<file path="src/rtl/rfs_pkg.sv">
package rfs_pkg;

  typedef enum logic [1:0] {
    ST_SEARCH = 2'd0,
    ST_VERIFY = 2'd1,
    ST_LOCKED = 2'd2
  } align_st_e;

  // Level code to (sign, magnitude) pair.
  function automatic logic [1:0] level_to_pair(input logic [1:0] lvl);
    logic [1:0] p;
    case (lvl)
      2'd3:    p = 2'b10;
      2'd2:    p = 2'b11;
      2'd1:    p = 2'b01;
      default: p = 2'b00;
    endcase
    return p;
  endfunction

endpackage

</file>
<file path="src/rtl/rfs_sync_detect.sv">
module rfs_sync_detect #(
  parameter int SYNC_QUATS = 9,
  parameter logic [2*SYNC_QUATS-1:0] SYNC_WORD = 18'b11_11_00_00_00_11_00_11_11
) (
  input  logic       clk,
  input  logic       rst_n,
  input  logic       sym_valid,
  input  logic [1:0] sym_level,
  output logic       hit_norm,
  output logic       hit_inv
);
  localparam int HW = 2 * (SYNC_QUATS - 1);
  localparam int FW = $clog2(SYNC_QUATS);
  localparam logic [FW-1:0] FULL = FW'(SYNC_QUATS - 1);

  logic [HW-1:0]           hist_q;
  logic [FW-1:0]           fill_q;
  logic [2*SYNC_QUATS-1:0] window;
  logic                    primed;

  assign window   = {hist_q, sym_level};
  assign primed   = (fill_q == FULL);
  assign hit_norm = sym_valid && primed && (window == SYNC_WORD);
  assign hit_inv  = sym_valid && primed && (window == ~SYNC_WORD);

  always_ff @(posedge clk) begin
    if (!rst_n) begin
      hist_q <= '0;
      fill_q <= '0;
    end else if (sym_valid) begin
      hist_q <= window[HW-1:0];
      if (!primed) fill_q <= fill_q + 1'b1;
    end
  end

  AST_HIT_EXCLUSIVE: assert property (@(posedge clk) disable iff (!rst_n)
    !(hit_norm && hit_inv));

endmodule

</file>
<file path="src/rtl/rfs_align_fsm.sv">
module rfs_align_fsm
  import rfs_pkg::*;
#(
  parameter int FRAME_QUATS = 120,
  parameter int SYNC_QUATS  = 9,
  parameter int LOCK_HITS   = 3,
  parameter int LOSS_MISSES = 4,
  parameter int SF_FRAMES   = 8
) (
  input  logic clk,
  input  logic rst_n,
  input  logic sym_valid,
  input  logic hit_norm,
  input  logic hit_inv,
  output logic aligned,
  output logic locked,
  output logic sync_slot,
  output logic frame_first,
  output logic sf_locked,
  output logic sf_first,
  output logic [$clog2(FRAME_QUATS)-1:0] pos
);
  localparam int PW = $clog2(FRAME_QUATS);
  localparam int HTW = $clog2(LOCK_HITS + 1);
  localparam int MW = $clog2(LOSS_MISSES + 1);
  localparam int SFW = (SF_FRAMES > 1) ? $clog2(SF_FRAMES) : 1;
  localparam logic [PW-1:0] POS_CHECK = PW'(SYNC_QUATS - 1);
  localparam logic [PW-1:0] POS_FIRST = PW'(SYNC_QUATS);
  localparam logic [PW-1:0] POS_LAST  = PW'(FRAME_QUATS - 1);
  localparam logic [HTW-1:0] HITS_DONE = HTW'(LOCK_HITS - 1);
  localparam logic [MW-1:0]  MISS_DONE = MW'(LOSS_MISSES - 1);
  localparam logic [SFW-1:0] SF_LAST   = SFW'(SF_FRAMES - 1);

  align_st_e      state_q;
  logic [PW-1:0]  pos_q;
  logic [HTW-1:0] hits_q;
  logic [MW-1:0]  miss_q;
  logic           sf_q;
  logic [SFW-1:0] fidx_q;

  // Named events
  logic any_hit, at_check, at_wrap;
  logic ev_found, ev_lock, ev_vmiss, ev_loss, ev_sf_acq, ev_sf_drop;

  assign any_hit   = hit_norm || hit_inv;
  assign aligned   = (state_q != ST_SEARCH);
  assign at_check  = sym_valid && aligned && (pos_q == POS_CHECK);
  assign at_wrap   = sym_valid && aligned && (pos_q == POS_LAST);
  assign ev_found  = sym_valid && (state_q == ST_SEARCH) && any_hit;
  assign ev_lock   = at_check && (state_q == ST_VERIFY) && any_hit && (hits_q == HITS_DONE);
  assign ev_vmiss  = at_check && (state_q == ST_VERIFY) && !any_hit;
  assign ev_loss   = at_check && (state_q == ST_LOCKED) && !any_hit && (miss_q == MISS_DONE);
  assign ev_sf_acq = at_check && (state_q == ST_LOCKED) && !sf_q && hit_inv;
  assign ev_sf_drop = ev_loss ||
    (at_check && (state_q == ST_LOCKED) && sf_q && ((fidx_q == '0) != hit_inv));

  assign locked      = (state_q == ST_LOCKED);
  assign sync_slot   = aligned && (pos_q < POS_FIRST);
  assign frame_first = (pos_q == POS_FIRST);
  assign sf_locked   = sf_q;
  assign sf_first    = (fidx_q == '0);
  assign pos         = pos_q;

  always_ff @(posedge clk) begin
    if (!rst_n) begin
      state_q <= ST_SEARCH;
      pos_q   <= '0;
      hits_q  <= '0;
      miss_q  <= '0;
    end else if (sym_valid) begin
      if (ev_found) begin
        state_q <= ST_VERIFY;
        hits_q  <= HTW'(1);
        pos_q   <= POS_FIRST;
      end else if (aligned) begin
        pos_q <= at_wrap ? '0 : pos_q + 1'b1;
        if (ev_lock) begin
          state_q <= ST_LOCKED;
          miss_q  <= '0;
        end else if (ev_vmiss || ev_loss) begin
          state_q <= ST_SEARCH;
        end else if (at_check && state_q == ST_VERIFY) begin
          hits_q <= hits_q + 1'b1;
        end else if (at_check && state_q == ST_LOCKED) begin
          miss_q <= any_hit ? '0 : miss_q + 1'b1;
        end
      end
    end
  end

  always_ff @(posedge clk) begin
    if (!rst_n) begin
      sf_q   <= 1'b0;
      fidx_q <= '0;
    end else begin
      if (ev_sf_drop)     sf_q <= 1'b0;
      else if (ev_sf_acq) sf_q <= 1'b1;
      if (ev_sf_acq)    fidx_q <= '0;
      else if (at_wrap) fidx_q <= (fidx_q == SF_LAST) ? '0 : fidx_q + 1'b1;
    end
  end

  AST_LOCK_FROM_VERIFY: assert property (@(posedge clk) disable iff (!rst_n)
    $rose(locked) |-> $past(state_q == ST_VERIFY && pos_q == POS_CHECK));
  AST_LOSS_AT_SLOT: assert property (@(posedge clk) disable iff (!rst_n)
    $fell(locked) |-> $past(pos_q == POS_CHECK && !any_hit));
  AST_POS_RANGE: assert property (@(posedge clk) disable iff (!rst_n)
    pos_q <= POS_LAST);
  AST_IDLE_HOLD: assert property (@(posedge clk) disable iff (!rst_n)
    !sym_valid |=> $stable(state_q) && $stable(pos_q));

endmodule

</file>
<file path="src/rtl/rfs_descrambler.sv">
module rfs_descrambler
  import rfs_pkg::*;
#(
  parameter int TAP_A = 18,
  parameter int TAP_B = 23
) (
  input  logic       clk,
  input  logic       rst_n,
  input  logic       sym_valid,
  input  logic [1:0] sym_level,
  input  logic       feed,
  input  logic       emit,
  input  logic       frame_first,
  input  logic       sf_first,
  output logic       pay_valid,
  output logic [1:0] pay_bits,
  output logic       pay_frame_start,
  output logic       pay_sf_start
);
  logic [TAP_B-1:0] hist_q;
  logic [1:0]       rx_pair;
  logic [1:0]       clear_pair;
  logic             take, show;

  // Two serial steps of d = r ^ r(-A) ^ r(-B); hist[0] is the newest bit.
  function automatic logic [1:0] descramble2(input logic [1:0] r, input logic [TAP_B-1:0] h);
    logic [TAP_B-1:0] h1;
    logic first, second;
    first  = r[1] ^ h[TAP_A-1] ^ h[TAP_B-1];
    h1     = {h[TAP_B-2:0], r[1]};
    second = r[0] ^ h1[TAP_A-1] ^ h1[TAP_B-1];
    return {first, second};
  endfunction

  assign rx_pair    = level_to_pair(sym_level);
  assign clear_pair = descramble2(rx_pair, hist_q);
  assign take       = sym_valid && feed;
  assign show       = take && emit;

  always_ff @(posedge clk) begin
    if (!rst_n) begin
      hist_q          <= '0;
      pay_valid       <= 1'b0;
      pay_bits        <= '0;
      pay_frame_start <= 1'b0;
      pay_sf_start    <= 1'b0;
    end else begin
      if (take) hist_q <= {hist_q[TAP_B-3:0], rx_pair};
      pay_valid       <= show;
      pay_bits        <= show ? clear_pair : 2'b00;
      pay_frame_start <= show && frame_first;
      pay_sf_start    <= show && frame_first && sf_first;
    end
  end

  AST_FLAG_NEEDS_VALID: assert property (@(posedge clk) disable iff (!rst_n)
    pay_frame_start |-> pay_valid);

endmodule

</file>
<file path="src/rtl/rx_frame_sync.sv">
module rx_frame_sync #(
  parameter int FRAME_QUATS = 120,
  parameter int SYNC_QUATS  = 9,
  parameter logic [2*SYNC_QUATS-1:0] SYNC_WORD = 18'b11_11_00_00_00_11_00_11_11,
  parameter int LOCK_HITS   = 3,
  parameter int LOSS_MISSES = 4,
  parameter int SF_FRAMES   = 8,
  parameter int TAP_A       = 18,
  parameter int TAP_B       = 23
) (
  input  logic       clk,
  input  logic       rst_n,
  input  logic       sym_valid,
  input  logic [1:0] sym_level,
  output logic       pay_valid,
  output logic [1:0] pay_bits,
  output logic       pay_frame_start,
  output logic       pay_sf_start,
  output logic       frame_locked,
  output logic       sf_locked
);
  localparam int PW = $clog2(FRAME_QUATS);

  logic hit_norm, hit_inv;
  logic aligned, locked, sync_slot, frame_first, sf_lk, sf_first;
  logic [PW-1:0] pos;

  rfs_sync_detect #(.SYNC_QUATS(SYNC_QUATS), .SYNC_WORD(SYNC_WORD)) u_det (
    .clk(clk), .rst_n(rst_n), .sym_valid(sym_valid), .sym_level(sym_level),
    .hit_norm(hit_norm), .hit_inv(hit_inv));

  rfs_align_fsm #(
    .FRAME_QUATS(FRAME_QUATS), .SYNC_QUATS(SYNC_QUATS), .LOCK_HITS(LOCK_HITS),
    .LOSS_MISSES(LOSS_MISSES), .SF_FRAMES(SF_FRAMES)
  ) u_fsm (
    .clk(clk), .rst_n(rst_n), .sym_valid(sym_valid),
    .hit_norm(hit_norm), .hit_inv(hit_inv),
    .aligned(aligned), .locked(locked), .sync_slot(sync_slot),
    .frame_first(frame_first), .sf_locked(sf_lk), .sf_first(sf_first), .pos(pos));

  rfs_descrambler #(.TAP_A(TAP_A), .TAP_B(TAP_B)) u_dsc (
    .clk(clk), .rst_n(rst_n), .sym_valid(sym_valid), .sym_level(sym_level),
    .feed(!sync_slot), .emit(locked), .frame_first(frame_first),
    .sf_first(sf_first && sf_lk),
    .pay_valid(pay_valid), .pay_bits(pay_bits),
    .pay_frame_start(pay_frame_start), .pay_sf_start(pay_sf_start));

  assign frame_locked = locked;
  assign sf_locked    = sf_lk;

  AST_PAY_NEEDS_LOCK: assert property (@(posedge clk) disable iff (!rst_n)
    pay_valid |-> frame_locked);
  AST_NO_SYNC_PAYLOAD: assert property (@(posedge clk) disable iff (!rst_n)
    pay_valid |-> $past(pos) >= PW'(SYNC_QUATS));
  AST_SF_NEEDS_FRAME: assert property (@(posedge clk) disable iff (!rst_n)
    sf_locked |-> frame_locked);
  AST_SF_START_IN_FRAME: assert property (@(posedge clk) disable iff (!rst_n)
    pay_sf_start |-> pay_frame_start);

endmodule

</file>
<file path="config.mk">
export PLATFORM = sky130hd
export DESIGN_NAME = rx_frame_sync
export DESIGN_NICKNAME = d
export VERILOG_FILES = /design/src/rtl/rfs_pkg.sv /design/src/rtl/rfs_sync_detect.sv /design/src/rtl/rfs_align_fsm.sv /design/src/rtl/rfs_descrambler.sv /design/src/rtl/rx_frame_sync.sv
export SDC_FILE = /design/constraint.sdc
export NUM_CORES = 1
export LEC_CHECK = 0
export ABC_CLOCK_PERIOD_IN_PS = 6100
export CAP_MARGIN = 0
export CORE_AREA = 2 2 102 74
export CTS_BUF_LIST = sky130_fd_sc_hd__clkbuf_2 sky130_fd_sc_hd__clkbuf_4 sky130_fd_sc_hd__clkbuf_8
export DETAILED_ROUTE_END_ITERATION = 8
export DIE_AREA = 0 0 104 76
export DONT_BUFFER_PORTS = 1
export PLACE_DENSITY = 0.65
export SYNTH_ARGS = -nofsm -noshare
export SYNTH_HDL_FRONTEND = slang
export SYNTH_SLANG_ARGS = --single-unit
export TNS_END_PERCENT = 20
</file>
<file path="constraint.sdc">
create_clock -name clk -period 6.1 [get_ports clk]
set_clock_uncertainty 0.1 [all_clocks]
set_input_delay 1.22 -clock clk [delete_from_list [all_inputs] [get_ports clk]]
set_output_delay 1.22 -clock clk [all_outputs]
set_load 0.1 [all_outputs]
</file>
==> results of run 1 <==
cells in the final DEF, fill, tap and decap left out, types with 3 or more instances in the layout:
master / n
dfxtp_1: 66
nor2_1: 53
mux2i_1: 41
nand2_1: 23
inv_1: 15
ha_1: 14
nand3_1: 12
a21oi_1: 11
o21ai_0: 10
clkbuf_8: 9
nand4_1: 8
nor3_1: 5
and3_1: 4
and2_1: 4
xnor2_1: 4
nor4_1: 3
nand4b_1: 3
or3_1: 3
a211oi_1: 3
a311oi_1: 3
o311ai_0: 3
xor2_1: 3
bufinv_16: 3
sequential cells by signal (all words and copies together) (netlist names):
register               count
u_dsc.hist_q              23
u_dsc.pay_frame_start      1
u_dsc.pay_bits             2
u_fsm.miss_q               3
u_dsc.pay_sf_start         1
u_fsm.pos                  7
u_fsm.fidx_q               3
u_fsm.state_q              2
u_fsm.sf_locked            1
u_fsm.hits_q               2
u_det.hist_q              16
u_det.fill_q               4
u_dsc.pay_valid            1
metrics by stage:
| step | instances | worst slack (ns) |
|---|---|---|
| after floorplan | 335 | 2.89 |
| after global placement | 419 | 3.29 |
| after detailed placement | 419 | 3.25 |
| after CTS | 435 | 3.38 |
| after global routing | 435 | 3.36 |
| final | 435 | 3.40 |
cells by family (layout without fill, tap and decap cells):
family	Yosys count	in the layout	synth area share
simple gates	133	133	0.217
flops	66	66	0.434
compound gates	43	43	0.0945
mux	41	41	0.135
buf+inv	31	33	0.0423
fa+ha+maj	14	14	0.0575
xor+xnor	7	7	0.0201
cell usage after synthesis, drive strengths merged, types with 4 or more instances:
cell     n  area [um2]
a21oi   12        63.8
and2     4        25.0
and3     4        25.0
buf      5        31.3
clkbuf  10        37.5
dfxtp   66        1320
ha      14         175
inv     16        60.1
mux2i   41         410
nand2   24        92.6
nand3   12        60.1
nand4    8        50.1
nor2    53         199
nor3     5        25.0
nor4     4        31.3
o21ai   10        50.1
xnor2    4        35.0
layout make-up:
| type | count | area (um2) |
|---|---|---|
| clock buffer | 10 | 131 |
| clock inverter | 6 | 115 |
| fill | 697 | 3670 |
| inverter | 16 | 60.1 |
| multi-input combinational | 238 | 1600 |
| sequential | 66 | 1320 |
| tap | 98 | 123 |
| timing repair buffer | 1 | 7.51 |
power breakdown:
part           internal [mW]  leakage [nW]  total, mW  switching, mW
registers              0.435         0.533      0.439        0.00374
logic                 0.0140         0.709     0.0323         0.0183
clock network          0.277         0.120      0.449          0.172
total                  0.727          1.36      0.920          0.194
worst max-delay path by stage:
stage | start | end | slack, ns | cells after the start
3_3_place_gp | sym_level[0] | u_fsm.pos[0] | 3.29 | 6
4_1_cts | u_fsm.sf_locked | sf_locked | 3.38 | 0
5_1_grt | u_fsm.sf_locked | sf_locked | 3.36 | 0
3_5_place_dp | sym_level[0] | u_fsm.pos[0] | 3.25 | 6
2_1_floorplan | u_fsm.state_q[1] | frame_locked | 2.89 | 1
6_report | u_fsm.sf_locked | sf_locked | 3.40 | 0
layer usage:
layer / wire length, um / vias up / share of wire / track usage
li1: - / 1171 / - / -
met1: 2990 / 1044 / 0.52 / 0.218
met2: 2330 / 45 / 0.41 / 0.223
met3: 304 / 6 / 0.053 / 0.0522
met4: 74 / 0 / 0.013 / 0.0689
met5: 0 / - / 0 / 0
==> impl_metrics.tcl, run 1 <==
set metrics [dict create \
    min_path_cells 2 \
    timing.fmax_mhz 371 \
    dr.first_iter.drc_count 125 \
    min_period_over_period 0.442 \
    wl_per_cell_um 13.1 \
    gp_congestion 0.820 \
    worstPathMaxFanout 5 \
    ys_seq_area_frac 0.434 \
    rows 26 \
    ys_ff_latch 66 \
    netlist-cell-type-count 46 \
    path_class "reg2out" \
    critPathRequiredTime_ns 4.78 \
    synth.avg_cell_area_um2 9.09 \
    root_buffer "clkbuf_8" \
    drt_wl_total_um 5700 \
    finalSetupViolCount 0 \
    numCtsBuffers 9 \
    drive_gt1_frac 0.0772 \
    synth_edf_count 0 \
    slew_viol_final 0 \
    h-tree-depth 3 \
    fin_area_um2 3360 \
    grt.overflow.total 0 \
    tns_ns 0 \
    r2r_end "u_fsm.pos[0]" \
    worst_setup_path_start_kind "flop" \
    syn2layout_area_growth_pct 10.2 \
    min_path_type "reg2reg" \
    finalHoldViolCount 0 \
    antenna_left 0 \
    dpl_cell_area_um2 3110 \
    die_h_um 76 \
    power_mw 0.920 \
    vias 2266 \
    finalNetCount 351 \
    die-area_um2 7900 \
    io_pins 12 \
    core-area_um2 7030 \
    tightest_slew_ns 1.06 \
    io_buffers 0 \
    start_util 0.434 \
    hold-path-endpoint "u_fsm.hits_q[1]" \
    synth_warnings 0 \
    cts_setup_buffers 0 \
    via_per_inst 5.21 \
    powerDensity_nw_per_um2 274 \
    ctsResizeCount 0 \
    critPathCaptureType "primary output" \
    path_clk_slew_ns 0.07 \
    synth_top_flop_cell "dfxtp_1" \
    grt_pass1_wl_um 9920 \
    max_cap_violations 0 \
    post-dp-hpwl_um 3860 \
    vdd_ir_drop_max_uv 136 \
    cts_buffer_depth 2 \
    finalCriticalPeriod_ns 2.70 \
    worstPathArrival_ns 1.38 \
    hold_ws_ns 0.375 \
    power.leakage_nw 1.36 \
    reg2reg_slack_ns 3.88 \
    ff2ff_path_depth 5 \
    first_global_vias 2109 \
    netlist_area_um2 3050 \
    async_reset_ff_frac 0 \
    grtUsageTotal 0.157 \
    cts.sinks 66 \
    reg2reg_from "u_det.hist_q[13]" \
    dr.pass1.iters 4 \
    clk_latency_ns 0.35 \
    hold_start "u_fsm.hits_q[1]" \
    utilization 0.478 \
    syn_inst 335 \
    slew_headroom 0.292 \
    diodes 0 \
    drc 0 \
    die_w_um 104 \
    hold_buffers 0 \
    grt_max_degree 55 \
    antenna_found_initial 0 \
    outcome "finished clean" \
    cts_tree "yes" \
    grt_setup_unrepaired "false" \
    syn-num-nets 354 \
]
No activity file was read; power rests on OpenSTA's default activity.
==> run 2: changes to the inputs <==
ABC_AREA = 1   (was not set)
ABC_CLOCK_PERIOD_IN_PS = 2150   (was 6100)
CORE_AREA = 2 2 104 76   (was 2 2 102 74)
DIE_AREA = 0 0 106 78   (was 0 0 104 76)
PLACE_DENSITY = 0.67   (was 0.65)
clock period = 2.15 ns   (was 6.1 ns; I/O delays follow)
==> run 2 against run 1 <==
Clock power up 140%. Final area up 4.6%. Final cell count up 25%. Core utilization up 1.1 points. Sequential share of layout area down 1.7 points.
==> impl_metrics.tcl, run 2 <==
set metrics [dict create \
    post-dp-hpwl_um 4340 \
    p_int_mw 1.91 \
    grt_max_degree 56 \
    power_frac_seq 0.513 \
    tns_ns 0 \
    vias 2637 \
    min_period_over_period 0.861 \
    powerDensity_nw_per_um2 725 \
    worstPathArrival_ns 1.32 \
    cts_tree "yes" \
    finalSetupViolCount 0 \
    diodes 0 \
    ff2ff_path_depth 13 \
    largest_reg_flops 23 \
    wl_per_cell_um 11.3 \
    syn_inst 433 \
    cts.sinks 66 \
    netlist_area_um2 3190 \
    timing.fmax_mhz 540 \
    hold-path-endpoint "u_det.hist_q[12]" \
    dr.first_iter.drc_count 112 \
    reg2reg_from "u_det.fill_q[0]" \
    io_pins 12 \
    ys_seq_area_frac 0.414 \
    finalNetCount 458 \
    core-area_um2 7190 \
    vdd_ir_drop_max_uv 463 \
    via_per_inst 4.87 \
    power.leakage_nw 1.46 \
    comb_power_share 0.057 \
    die_w_um 106 \
    critPathRequiredTime_ns 1.62 \
    start_util 0.444 \
    numCtsBuffers 9 \
    worst_setup_path_start_kind "flop" \
    reg2reg_slack_ns 0.36 \
    top_register "u_dsc.hist_q" \
    worstPathMaxFanout 4 \
    min_path_cells 1 \
    power.share.switching 0.250 \
    grt_setup_unrepaired "false" \
    synth_edf_count 0 \
    synth.most_common_cell "nor2_1" \
    outcome "finished clean" \
    synth_top_cell_area_share 0.414 \
    hold_buffers 0 \
    slew_viol_final 0 \
    p_sw_mw 0.636 \
    hold_start "sym_valid" \
    h-tree-depth 3 \
    syn2layout_area_growth_pct 10.0 \
    grtUsageTotal 0.163 \
    path_clk_slew_ns 0.08 \
    netlist-cell-type-count 37 \
    synth_warnings 0 \
    drt_wl_total_um 6130 \
    die_h_um 78 \
    drive_gt1_frac 0.146 \
    power_frac_clock 0.431 \
    dr.pass1.iters 4 \
    grt_pass1_wl_um 10900 \
    syn-num-nets 452 \
    layout_commonest_cell "nor2_1" \
    cts_buffer_depth 2 \
    async_reset_ff_frac 0 \
    gp_congestion 0.856 \
    die-area_um2 8270 \
    clk_latency_ns 0.34 \
    tightest_slew_ns 0.320 \
    slew_headroom 0.786 \
    root_buffer "clkbuf_8" \
    rows 26 \
    mostFrequentLayoutCells "nor2_1, dfxtp_1, nand2_1" \
    synth.area.top_cells "dfxtp_1, nor2_1, o21ai_0" \
    finalHoldViolCount 0 \
    antenna_found_initial 0 \
    yosys-top-cells-count "nor2_1, dfxtp_1, nand2_1" \
    nFillCells 712 \
    finalCriticalPeriod_ns 1.85 \
    critPathCaptureType "primary output" \
    first_global_vias 2407 \
    ys_ff_latch 66 \
    io_buffers 0 \
    max_cap_violations 0 \
    antenna_left 0 \
    drc 0 \
    grt.overflow.total 0 \
    min_path_type "in2reg" \
    hold_ws_ns 0.0829 \
    r2r_end "u_fsm.miss_q[2]" \
    synth.avg_cell_area_um2 7.37 \
    cts_setup_buffers 0 \
    path_class "reg2out" \
    startpoint "u_fsm.state_q[1]" \
    synth_top_flop_cell "dfxtp_1" \
    ctsResizeCount 0 \
    yosys.area.top_type "dfxtp_1" \
]
-- run 2: changes by cell type after synthesis, moves of 6 or more --
cell	change
mux2i_1	-41
o21ai_0	+35
nor2_1	+33
nand2_1	+31
inv_1	+25
a21oi_1	+17
inv_2	+8
nand2_2	+7
nor2_2	+7
nand4_1	-6
-- run 2: critical path, stage by stage (launching register included) --
cell	delay, ns
dfxtp_1	0.34
inv_1	0.08
nor2_2	0.21
buf_4	0.34
-- run 2: worst max path at each step --
| stage | endpoint | slack, ns | depth (start not counted) |
|---|---|---|---|
| after floorplan | u_fsm.miss_q[2] | 0.02 | 9 |
| after global placement | u_fsm.miss_q[2] | 0.35 | 13 |
| after detailed placement | u_fsm.hits_q[1] | 0.30 | 13 |
| after CTS | frame_locked | 0.29 | 3 |
| after global routing | u_fsm.miss_q[2] | 0.19 | 13 |
| final | frame_locked | 0.30 | 3 |
-- run 2: cell type report --
cell class,instances,area [um2],area share
Clock buffer,10,138,0.0392
Clock inverter,6,72.6,0.0207
Inverter,51,191,0.0545
Multi-Input combinational cell,302,1600,0.455
Sequential cell,66,1320,0.376
Tap cell,98,123,0.0349
Timing Repair Buffer,9,67.6,0.0192
-- run 2: stage by stage --
step                instance area [um2]   util  power, mW  setup slack (ns)  instances
detailed placement                 3300  0.459       1.48             0.299        526
floorplan                          3190      -       1.47            0.0186        433
CTS                                3510  0.489       2.58             0.294        542
global route                       3510  0.489       2.67             0.188        542
finish                             3510  0.489       2.55             0.298        542
global placement                   3300  0.459       1.47             0.349        526
-- run 2: cell families after synthesis --
kind of cell | share of synthesized area
compound gates | 0.140
xor+xnor | 0.0137
fa+ha+maj | 0.0549
buf+inv | 0.0851
flops | 0.414
simple gates | 0.293
-- run 2: power by group through the flow --
stage          clock [mW]  sequential (mW)  combinational (mW)
2_1_floorplan           0             1.33               0.141
3_3_place_gp            0             1.33               0.141
3_5_place_dp            0             1.33               0.145
4_1_cts              1.13             1.31               0.146
5_1_grt              1.18             1.31               0.171
6_report             1.10             1.31               0.144
-- run 2: routing by layer --
metal  part of all wire  GRT usage
met1               0.53      0.220
met2               0.42      0.255
met3              0.032     0.0479
met4              0.011     0.0474
met5                  0          0
